**src/rtl/sx_pkg.sv**
```systemverilog
`timescale 1ns/1ps
package sx_pkg;
    localparam int SX_MODE_W = 6;

    typedef struct packed {
        logic [1:0] stop;
        logic       par_odd;
        logic       par_en;
        logic [1:0] len;
    } sx_cfg_t;

    typedef enum logic [2:0] {
        TX_IDLE, TX_START, TX_DATA, TX_PARITY, TX_STOP
    } tx_state_e;

    typedef enum logic [2:0] {
        RX_IDLE, RX_START, RX_DATA, RX_PARITY, RX_STOP
    } rx_state_e;

    function automatic logic [7:0] len_mask(input logic [1:0] len);
        return 8'hFF >> (2'd3 - len);
    endfunction
endpackage

```
**src/rtl/sx_tx.sv**
```systemverilog
`timescale 1ns/1ps
module sx_tx
    import sx_pkg::*;
#(
    parameter int OSR = 16
) (
    input  logic          clk,
    input  logic          rst_n,
    input  logic          tick,
    input  sx_cfg_t       cfg,
    input  logic          wr,
    input  logic [7:0]    wdata,
    output logic          txd,
    output logic          tx_ready,
    output logic          tx_empty
);
    localparam int CW = $clog2(2 * OSR);

    tx_state_e      state, state_n;
    logic [CW-1:0]  cnt;
    logic [2:0]     bit_idx;
    logic [7:0]     shreg;
    logic           par_q;
    logic [7:0]     thr_q;
    logic           thr_full;
    logic           load;
    logic           bit_end;
    logic [2:0]     last_idx;
    logic [CW-1:0]  stop_last;
    logic           par_calc;

    assign bit_end  = tick && (cnt == CW'(OSR - 1));
    assign last_idx = 3'd4 + {1'b0, cfg.len};
    assign par_calc = (^(thr_q & len_mask(cfg.len))) ^ cfg.par_odd;

    always_comb begin
        unique case (cfg.stop)
            2'd0:    stop_last = CW'(OSR - 1);
            2'd1:    stop_last = CW'(OSR + OSR / 2 - 1);
            default: stop_last = CW'(2 * OSR - 1);
        endcase
    end

    // next state
    always_comb begin
        state_n = state;
        load    = 1'b0;
        unique case (state)
            TX_IDLE: begin
                if (tick && thr_full) begin
                    state_n = TX_START;
                    load    = 1'b1;
                end
            end
            TX_START: begin
                if (bit_end) state_n = TX_DATA;
            end
            TX_DATA: begin
                if (bit_end && bit_idx == last_idx)
                    state_n = cfg.par_en ? TX_PARITY : TX_STOP;
            end
            TX_PARITY: begin
                if (bit_end) state_n = TX_STOP;
            end
            TX_STOP: begin
                if (tick && cnt == stop_last) begin
                    if (thr_full) begin
                        state_n = TX_START;
                        load    = 1'b1;
                    end else begin
                        state_n = TX_IDLE;
                    end
                end
            end
            default: state_n = TX_IDLE;
        endcase
    end

    // state register
    always_ff @(posedge clk or negedge rst_n) begin
        if (!rst_n) state <= TX_IDLE;
        else        state <= state_n;
    end

    // datapath
    always_ff @(posedge clk or negedge rst_n) begin
        if (!rst_n) begin
            cnt      <= '0;
            bit_idx  <= '0;
            shreg    <= '0;
            par_q    <= 1'b0;
            thr_q    <= '0;
            thr_full <= 1'b0;
        end else begin
            if (load) begin
                shreg <= thr_q;
                par_q <= par_calc;
            end else if (state == TX_DATA && bit_end) begin
                shreg <= {1'b0, shreg[7:1]};
            end

            if (tick) begin
                if (state == TX_IDLE || state_n != state ||
                    (state != TX_STOP && cnt == CW'(OSR - 1)))
                    cnt <= '0;
                else
                    cnt <= cnt + CW'(1);
            end

            if (state != TX_DATA)  bit_idx <= '0;
            else if (bit_end)      bit_idx <= bit_idx + 3'd1;

            if (load) thr_full <= 1'b0;
            if (wr && !thr_full) begin
                thr_q    <= wdata;
                thr_full <= 1'b1;
            end
        end
    end

    // outputs
    always_comb begin
        unique case (state)
            TX_START:  txd = 1'b0;
            TX_DATA:   txd = shreg[0];
            TX_PARITY: txd = par_q;
            default:   txd = 1'b1;
        endcase
        tx_ready = !thr_full;
        tx_empty = !thr_full && (state == TX_IDLE);
    end
endmodule

```
**src/rtl/sx_rx.sv**
```systemverilog
`timescale 1ns/1ps
module sx_rx
    import sx_pkg::*;
#(
    parameter int OSR = 16
) (
    input  logic       clk,
    input  logic       rst_n,
    input  logic       tick,
    input  logic [1:0] len,
    input  logic       par_en,
    input  logic       par_odd,
    input  logic       rxd,
    output logic       done,
    output logic [7:0] data,
    output logic       perr,
    output logic       ferr
);
    localparam int CW = $clog2(OSR);

    rx_state_e      state, state_n;
    logic [CW-1:0]  cnt;
    logic [2:0]     bit_idx;
    logic [7:0]     shreg;
    logic           par_q;
    logic           sync1, rxs;
    logic           sample;
    logic           start_chk;
    logic [2:0]     last_idx;
    logic [7:0]     aligned;

    assign sample    = tick && (cnt == CW'(OSR - 1));
    assign start_chk = tick && (cnt == CW'(OSR / 2 - 2));
    assign last_idx  = 3'd4 + {1'b0, len};
    assign aligned   = shreg >> (2'd3 - len);

    always_ff @(posedge clk or negedge rst_n) begin
        if (!rst_n) begin
            sync1 <= 1'b1;
            rxs   <= 1'b1;
        end else begin
            sync1 <= rxd;
            rxs   <= sync1;
        end
    end

    // next state
    always_comb begin
        state_n = state;
        unique case (state)
            RX_IDLE:   if (tick && !rxs) state_n = RX_START;
            RX_START:  if (start_chk) state_n = rxs ? RX_IDLE : RX_DATA;
            RX_DATA: begin
                if (sample && bit_idx == last_idx)
                    state_n = par_en ? RX_PARITY : RX_STOP;
            end
            RX_PARITY: if (sample) state_n = RX_STOP;
            RX_STOP:   if (sample) state_n = RX_IDLE;
            default:   state_n = RX_IDLE;
        endcase
    end

    // state register
    always_ff @(posedge clk or negedge rst_n) begin
        if (!rst_n) state <= RX_IDLE;
        else        state <= state_n;
    end

    // datapath and delivery
    always_ff @(posedge clk or negedge rst_n) begin
        if (!rst_n) begin
            cnt     <= '0;
            bit_idx <= '0;
            shreg   <= '0;
            par_q   <= 1'b0;
            done    <= 1'b0;
            data    <= '0;
            perr    <= 1'b0;
            ferr    <= 1'b0;
        end else begin
            if (tick) begin
                if (state == RX_IDLE || state_n != state || cnt == CW'(OSR - 1))
                    cnt <= '0;
                else
                    cnt <= cnt + CW'(1);
            end

            if (state != RX_DATA) bit_idx <= '0;
            else if (sample)      bit_idx <= bit_idx + 3'd1;

            if (state == RX_DATA && sample)   shreg <= {rxs, shreg[7:1]};
            if (state == RX_PARITY && sample) par_q <= rxs;

            done <= (state == RX_STOP) && sample;
            if (state == RX_STOP && sample) begin
                data <= aligned;
                perr <= par_en && ((^aligned) ^ par_q ^ par_odd);
                ferr <= !rxs;
            end
        end
    end
endmodule

```
**src/rtl/sx_flags.sv**
```systemverilog
`timescale 1ns/1ps
module sx_flags (
    input  logic       clk,
    input  logic       rst_n,
    input  logic       rx_done,
    input  logic [7:0] rx_data,
    input  logic       rx_perr,
    input  logic       rx_ferr,
    input  logic       rx_re,
    input  logic       stat_re,
    output logic       rx_ready,
    output logic [7:0] rbr,
    output logic       perr,
    output logic       ferr,
    output logic       oerr
);
    always_ff @(posedge clk or negedge rst_n) begin
        if (!rst_n) begin
            rx_ready <= 1'b0;
            rbr      <= '0;
            perr     <= 1'b0;
            ferr     <= 1'b0;
            oerr     <= 1'b0;
        end else begin
            if (rx_done) begin
                rbr      <= rx_data;
                rx_ready <= 1'b1;
            end else if (rx_re) begin
                rx_ready <= 1'b0;
            end
            perr <= (perr && !stat_re) || (rx_done && rx_perr);
            ferr <= (ferr && !stat_re) || (rx_done && rx_ferr);
            oerr <= (oerr && !stat_re) || (rx_done && rx_ready && !rx_re);
        end
    end
endmodule

```
**src/rtl/serial_xcvr.sv**
```systemverilog
`timescale 1ns/1ps
module serial_xcvr
    import sx_pkg::*;
#(
    parameter int OSR = 16
) (
    input  logic                 clk,
    input  logic                 rst_n,
    input  logic                 tick16,
    input  logic                 mode_we,
    input  logic [SX_MODE_W-1:0] mode_wdata,
    input  logic                 tx_we,
    input  logic [7:0]           tx_wdata,
    input  logic                 rx_re,
    output logic [7:0]           rx_rdata,
    input  logic                 stat_re,
    output logic [7:0]           status,
    output logic                 txd,
    input  logic                 rxd
);
    sx_cfg_t    cfg;
    logic       tx_ready, tx_empty;
    logic       rx_done;
    logic [7:0] rx_data;
    logic       rx_perr, rx_ferr;
    logic       rx_ready, perr, ferr, oerr;

    always_ff @(posedge clk or negedge rst_n) begin
        if (!rst_n)       cfg <= sx_cfg_t'(SX_MODE_W'(6'h03));
        else if (mode_we) cfg <= sx_cfg_t'(mode_wdata);
    end

    sx_tx #(.OSR(OSR)) u_tx (
        .clk(clk), .rst_n(rst_n), .tick(tick16), .cfg(cfg),
        .wr(tx_we), .wdata(tx_wdata),
        .txd(txd), .tx_ready(tx_ready), .tx_empty(tx_empty)
    );

    sx_rx #(.OSR(OSR)) u_rx (
        .clk(clk), .rst_n(rst_n), .tick(tick16),
        .len(cfg.len), .par_en(cfg.par_en), .par_odd(cfg.par_odd),
        .rxd(rxd), .done(rx_done), .data(rx_data),
        .perr(rx_perr), .ferr(rx_ferr)
    );

    sx_flags u_flags (
        .clk(clk), .rst_n(rst_n), .rx_done(rx_done), .rx_data(rx_data),
        .rx_perr(rx_perr), .rx_ferr(rx_ferr), .rx_re(rx_re), .stat_re(stat_re),
        .rx_ready(rx_ready), .rbr(rx_rdata), .perr(perr), .ferr(ferr), .oerr(oerr)
    );

    assign status = {2'b00, ferr, oerr, perr, tx_empty, rx_ready, tx_ready};
endmodule

```
**config.mk**
```make
export PLATFORM = sky130hd
export DESIGN_NAME = serial_xcvr
export DESIGN_NICKNAME = d
export VERILOG_FILES = /design/src/rtl/sx_pkg.sv /design/src/rtl/sx_tx.sv /design/src/rtl/sx_rx.sv /design/src/rtl/sx_flags.sv /design/src/rtl/serial_xcvr.sv
export SDC_FILE = /design/constraint.sdc
export NUM_CORES = 1
export LEC_CHECK = 0
export ABC_CLOCK_PERIOD_IN_PS = 2400
export BUFFER_PORTS_ARGS = -buffer_cell sky130_fd_sc_hd__buf_2
export CORE_MARGIN = 5
export CORE_UTILIZATION = 59
export CTS_CLUSTER_DIAMETER = 120
export DETAILED_ROUTE_END_ITERATION = 7
export PLACE_DENSITY = 0.75
export SYNTH_ARGS = -nofsm -noshare
export SYNTH_HDL_FRONTEND = slang
export SYNTH_SLANG_ARGS = --single-unit
```
**constraint.sdc**
```tcl
create_clock -name clk -period 2.4 [get_ports clk]
set_input_delay 0.24 -clock clk [delete_from_list [all_inputs] [get_ports clk]]
set_output_delay 0.24 -clock clk [all_outputs]
set_load 0.02 [all_outputs]
```
==> results of run 1 <==
-- state kept, by name, summed over array words and instances (netlist names), 4 cells and up --
name / cells
u_tx.shreg: 8
u_rx.shreg: 8
u_flags.rbr: 8
u_tx.thr_q: 8
u_rx.data: 8
u_tx.cnt: 5
cfg: 6
u_rx.cnt: 4
-- layer usage --
| layer | vias to the layer above | GRT usage | wire length, µm |
|---|---|---|---|
| met4 | 0 | 0.07082 | 98 |
| met5 | - | 0 | 0 |
| li1 | 1367 | - | - |
| met2 | 51 | 0.2867 | 3378 |
| met3 | 7 | 0.02896 | 294 |
| met1 | 1304 | 0.2254 | 3231 |
-- worst paths after layout --
kind / start / endpoint / slack (ps) / cells past startpoint
setup reg to reg: u_tx.cnt[0] / u_tx.shreg[3] / 170 / 7
setup / recovery: u_tx.cnt[0] / u_tx.shreg[3] / 170 / 7
min in group asynchronous: rst_n / u_flags.rx_ready / 410 / 2
hold / removal: tx_wdata[7] / u_tx.thr_q[7] / 100 / 3
hold reg to reg: u_rx.sync1 / u_rx.rxs / 360 / 0
max in group asynchronous: rst_n / cfg[0] / 1350 / 3
-- worst max-delay path, stage by stage, from the launching register on --
cell	delay, ps
dfrtp_1	410
ha_1	240
and3_1	150
ha_1	200
nand2_1	120
or2_1	400
mux2_4	340
mux2_2	260
-- through the flow --
stage / total power (W) / setup slack (ps)
floorplan: 0.002719 / 434.5
global placement: 0.002900 / 236.6
detailed placement: 0.002952 / 186.6
CTS: 0.004060 / 167.5
global route: 0.004281 / 42.87
finish: 0.004012 / 172.3
-- where the power goes --
part	leakage (nW)	switching (W)	internal (W)	total, W
sequential	1.02	0.000266	0.00159	0.00186
combinational	0.994	0.000477	0.000587	0.00106
clock	0.110	0.000476	0.000615	0.00109
total	2.12	0.00122	0.00279	0.00401
-- cells in the mapped netlist (all sizes together), types with 6 or more instances --
cell and instances:
buf 18, inv 13, clkbuf 12, o21ai 19, mux2i 7, xnor2 18, mux2 47, dfrtp 75
ha 6, nor2 16, a21oi 14, nand3 7, nand2 39
-- kinds of logic after synthesis --
| group | after synthesis | share of synthesized area |
|---|---|---|
| multiplexers | 55 | 0.1580 |
| adder cells (fa/ha/maj) | 6 | 0.01841 |
| XOR/XNOR | 23 | 0.05278 |
| other | 1 | 0.0009196 |
| AND/OR/NAND/NOR | 105 | 0.1322 |
| AO/OA/AOI/OAI | 62 | 0.09912 |
| flip-flops | 79 | 0.4860 |
| buffers and inverters | 44 | 0.05247 |
-- layout make-up --
| type | instances | share of cell area |
|---|---|---|
| inverter | 14 | 0.01167 |
| multi-input combinational | 253 | 0.4187 |
| timing repair buffer | 44 | 0.05779 |
| clock buffer | 11 | 0.03140 |
| sequential | 79 | 0.4401 |
| clock inverter | 5 | 0.01806 |
| tap | 80 | 0.02223 |
-- repair_timing --
item / 4_1_cts / 5_1_grt
buffers inserted: 0 / 0
setup endpoints to repair: 0 / 0
hold endpoints to repair: 35 / 0
hold buffers: 2 / 0
==> run summary, run 1 <==
The utilization after layout is 0.6665, and the iteration count of the initial detailed-routing pass is 4. During synthesis, Yosys emitted a total of 0 warnings. The largest buffer count on any clock path is 2, and the critical path data required time is 2630 ps. Setup violations remaining at the end of the flow were counted as 0. The number of buffer cells added on primary ports was 36. Clock tree synthesis selected as its root buffer the cell clkbuf_8.

The number of H-tree branching levels is 3, and the effective utilization at floorplan is 0.6035. In the routed layout, each cell is associated on average with a via count of 5.615. The first global-routing pass estimated 12130 µm of wire. The multi-input combinational cells in the finished layout cover a total of 0.001886 mm². Registers take 0.001982 mm². The tightest hold margin came out at 103.1 ps. Clock tree skew after final layout: 8.271 ps. 0 antenna diodes ended up in the layout. The placed instances occupy a cell area of 0.004260 mm². The library cell used most frequently in the layout, excluding fill and tap cells, is dfrtp_1. The die is 93.14 µm tall. The synthesized netlist occupies a cell area of 0.004078 mm². Clock-pin slew was measured on the worst setup and hold paths at 80 ps.

The clock sink count is 79. The number of max-slew violations in the final report was 0; the growth of design area from synthesis to finish was 10.43%. For this block, the via count after detailed routing is 2729. Of all cell types, the one taking the most synthesized area is dfrtp_1.

The tools report the via count of the first global-routing pass as 2708. In this run the count of I/O pins placed on the die edge is 39. The final instance area came out at 0.004503 mm². Of all nets on the critical path, the largest fanout is 9. In the final routed layout, each cell accounts on average for 14.41 µm. Averaged over all synthesized cells, the footprint is 10.87 µm².

Total clock buffers created by CTS: 9. The worst setup path is captured at a flip-flop. For this run, the top clock speed supported by timing is 448.9 MHz. The sum of routed wire length over all layers is 7003 µm, and the share of synthesized area occupied by flip-flops and latches is 0.4860. The post-synthesis sequential element count was 79.

The startpoint type of the worst setup path is a flip-flop. The worst-case IR drop observed on VDD is 608.9 µV. The overall overflow remaining after global route is 0, and the placement row count is 30. For the total global routing track utilization, the log shows 0.1728. Once the clock tree was built, the resizer swapped 0 gates to a different size. At the end of routability-driven placement, the weighted congestion stood at 0.8107. The count of placed standard cells in the final layout, fillers left out came out at 486.

The die outline width is 93.14 µm, and the pin count of the biggest net entering global routing is 44. Post-route fraction of the period consumed by the critical path: 0.9282. The headroom to the max-slew limit came out at 0.5459. Main flop type after synthesis: dfrtp_1. The floorplan step defined a die boundary enclosing 0.008674 mm². Leaving out fill and tap cells, the most frequent cells in the layout are dfrtp_1, mux2_2, nand2_1.

The final layout contains 429 nets. The fraction of layout instances using a drive strength above 1 was 0.2808; the power per unit of standard cell area was 890.9 mW/mm². The run gives 62 as the count of unique library cells instantiated by Yosys. The critical path is of the flip-flop to flip-flop type. The logs give 2.122 nW for the leakage power and 121 for the count of routing violations after the opening detailed-route iteration. In this run, synthesis inferred 0 flip-flops with an integrated enable.

TritonCTS built the clock tree. The count of nets left with antenna violations once routing finished came out at 0. The tools report the setup TNS as 0 ps.

The run finished with clean final reports. Sorting the synthesized cells by area gives the leading types as dfrtp_1, mux2_2, xnor2_1. Setup repair after global routing left no endpoint under its margin.

The core outline area is 0.006756 mm². The classification of the worst-slack hold path was input pin to flip-flop. The tool flagged a number of max-cap violations equal to 0. The arrival time of data at the critical path endpoint was 2460 ps.

At the pin with the least slew margin, the transition time is 679.8 ps. The count of final hold-check violations was 0. Synthesis produced a netlist whose cell count is 375.

The smallest clock period supported by the final layout is computed as 2228 ps. For this run, design rule violations remaining after detail routing come to 0. The top-area cell type share of the netlist area works out to 0.4603. The fill cell total of the finished layout is 523, and the number of antenna violations at the first check in global routing is 0. The post-synthesis async set-or-reset flop share was 1.000; the cell total after placement was 468. Detailed placement finished with a half-perimeter wire length of 5033 µm.

The tools report the clock latency reported for the late side of the worst-skew pair as 340 ps.
(Power assumes the default switching activity.)
==> run 2, diff against run 1 <==
--- a/config.mk
+++ b/config.mk
@@ -7,8 +7,10 @@
 export LEC_CHECK = 0
 export ABC_CLOCK_PERIOD_IN_PS = 2400
 export BUFFER_PORTS_ARGS = -buffer_cell sky130_fd_sc_hd__buf_2
+export CELL_PAD_IN_SITES_DETAIL_PLACEMENT = 1
+export CELL_PAD_IN_SITES_GLOBAL_PLACEMENT = 2
 export CORE_MARGIN = 5
-export CORE_UTILIZATION = 59
+export CORE_UTILIZATION = 39
 export CTS_CLUSTER_DIAMETER = 120
 export DETAILED_ROUTE_END_ITERATION = 7
 export PLACE_DENSITY = 0.75
==> run 2 against run 1 <==
Effect of this change: clock power down 13%; critical path depth unchanged; global-route usage down 3.1 points; utilization down 22 points; setup slack better by 7.5 ps; worst hold slack worse by 9.8 ps; via count up 3.8%; clock skew up 4.0 ps.
==> run summary, run 2 (synthesis results as in run 1) <==
The run finished with clean final reports. The placement row count was 37 (+23%). Launch point of the worst reg-to-reg path: u_tx.cnt[0].

Number of max-slew violations in the final report: 0 (unchanged). The run gives 39 (unchanged) as the number of top-level pins. Tracing the worst setup path back leads to its startpoint at u_tx.cnt[0]. The vias per cell was 5.210 (-7.2%); the effective utilization at floorplan was 0.3968 (-0.2068).

The tools report the count of routing violations after the opening detailed-route iteration as 51 (-58%). Transition time at the pin with the least slew margin: 755.7 ps (+75.92 ps). The worst-case setup slack after placement is 128.3 ps (-58.26 ps). The post-CTS setup-driven buffer insertion count is 0 (unchanged), and the cell total after placement is 526 (+12%). The sequential cell area is 0.001982 mm² (unchanged), and the leakage power is 2.109 nW (-0.62%). The fill cell total of the finished layout was 1158 (+120%). The tools report the via total after detailed routing as 2834 (+3.8%). In the layout the commonest cells are dfrtp_1, mux2_2, nand2_1. The capturing point of the worst reg2reg path is u_tx.shreg[4]. The number of H-tree branching levels is 3 (unchanged), and the height of the die is 112.3 µm (+21%).

The detailed-route DRC error count is 0 (unchanged). The post-route antenna net violation count is 0 (unchanged). The estimated wirelength of the detail-placed design is 6137 µm (+22%). For the die outline area, the log shows 0.01260 mm² (+45%).

The via count of the first global-routing pass is 2969 (+9.6%). The tightest hold margin was 93.29 ps (-9.809 ps). The worst setup path is of the flip-flop to flip-flop kind.

The area occupied by multi-input gates is 0.001886 mm² (unchanged), and the largest buffer count on any clock path is 2 (unchanged). The total global routing track utilization was 0.1418 (-0.03098); the total clock buffers created by CTS was 9 (unchanged). The critical path data required time was 2650 ps (+20 ps); the clock latency reported for the late side of the worst-skew pair was 350 ps (about the same).

For the clock sink count, the log shows 79 (unchanged). The wire length of the first global-routing pass is 14570 µm (+20%). Compared with the post-synthesis result, the final layout area differs by 11.41%. The power per unit of standard cell area was 859.4 mW/mm² (-3.5%); the arrival time of data at the critical path endpoint was 2470 ps (about the same).

Iteration count of the initial detailed-routing pass: 4 (unchanged). The number of buffer cells added on primary ports is 36 (unchanged), and the maximum achievable frequency is 450.4 MHz (+0.34%). The critical-path maximum fanout was 9 (unchanged). CTS root buffer: clkbuf_8. The clock transition at the registers of the reported paths is 90 ps (about the same), and the core outline area is 0.01028 mm² (+52%). The post-detailed-route wirelength per cell was 15.38 µm (+6.7%); the routability-driven placement congestion ratio was 0.7580 (-6.5%). STA classifies the critical path startpoint as a flip-flop. The clock tree skew after final layout came out at 12.23 ps (+3.958 ps).

The worst setup path is captured at a flip-flop. The run gives 0.4951 (-0.05072) as the headroom to the max-slew limit. The commonest non-fill, non-tap cell in the layout is dfrtp_1. Count of placed standard cells in the final layout, fillers left out: 544 (+12%).

TritonCTS built the clock tree. The final layout net count was 431 (+0.47%); the die outline width was 112.3 µm (+21%). Setup repair after global routing left no endpoint under its margin. The number of setup violations in the final report was 0 (unchanged); the fraction of layout instances using a drive strength above 1 was 0.2892 (+0.008428). Overall overflow remaining after global route: 0 (unchanged).

The worst setup margin was 179.8 ps (+7.510 ps); the number of cells on the worst reg-to-reg path was 7 (unchanged). The antenna diode count came out at 0 (unchanged). The sum of routed wire length over all layers was 8365 µm (+19%); the time the worst path needs with I/O delays and setup was 2220 ps (-7.510 ps). The tightest min-delay check is of the input pin to flip-flop type. The final instance area was 0.004543 mm² (+0.89%). The logs give 0 ps (unchanged) for the setup TNS and 0 (unchanged) for the count of final hold-check violations. The number of max-cap violations was 0 (unchanged).

The area of placed instances came out at 0.004333 mm² (+1.7%). The pin count of the biggest net entering global routing was 34 (-23%); the number of antenna violations at the first check in global routing was 0 (unchanged). The tools report the slack of the worst reg-to-reg path as 180 ps (about the same).

The post-route fraction of the period consumed by the critical path is 0.9251 (-0.003129). The peak supply drop was 441.4 µV (-28%). The most critical setup path has its endpoint at u_tx.shreg[4].
-- run 2: worst min-delay path by stage --
stage / from / end / slack (ps) / depth (start not counted)
6_report: tx_wdata[7] / u_tx.thr_q[7] / 90 / 3
5_1_grt: mode_wdata[0] / cfg[0] / 90 / 3
4_1_cts: mode_wdata[0] / cfg[0] / 80 / 3
3_5_place_dp: rst_n / u_rx.bit_idx[0] / 220 / 1
3_3_place_gp: rst_n / u_rx.bit_idx[0] / 220 / 1
2_1_floorplan: rst_n / cfg[2] / -60 / 0
-- run 2: metrics by stage --
| stage | utilization | power (W) |
|---|---|---|
| global placement | 0.4216 | 0.002936 |
| detailed placement | 0.4216 | 0.002992 |
| finish | 0.4421 | 0.003904 |
| floorplan | - | 0.002719 |
| CTS | 0.4421 | 0.003974 |
| global route | 0.4421 | 0.004180 |
-- run 2: report_power, final --
part / leakage [nW] / internal [W] / switching (W)
Sequential: 1.02 / 0.00159 / 0.000290
Clock: 0.0910 / 0.000418 / 0.000533
Combinational: 1.00 / 0.000588 / 0.000486
-- run 2: timing repair --
action                                  CTS  global route
hold buffers                              2             0
endpoints found under the setup margin    0             2
endpoints found under the hold margin    30             0
resized for setup                         0             1
-- run 2: layout make-up --
type	count	share of cell area
clock buffer	10	0.03029
sequential	79	0.4362
tap	136	0.03746
timing repair buffer	46	0.05784
inverter	14	0.01157
multi-input combinational	253	0.4150
clock inverter	6	0.01157
-- run 2: worst max-delay path, stage by stage (launching register included) --
cell and delay, ps:
dfrtp_1 400, ha_1 220, and3_1 170, ha_1 180, nand2_1 110, or2_2 450
mux2_4 340, mux2_2 260
-- run 2: routing by layer --
metal	share of wire	vias up	track usage	wire length (µm)
met3	0.034	9	0.02803	282
met4	0.016	0	0.05048	133
met1	0.47	1418	0.1875	3910
met5	0	-	0	0
li1	-	1364	-	-
met2	0.48	43	0.2324	4038
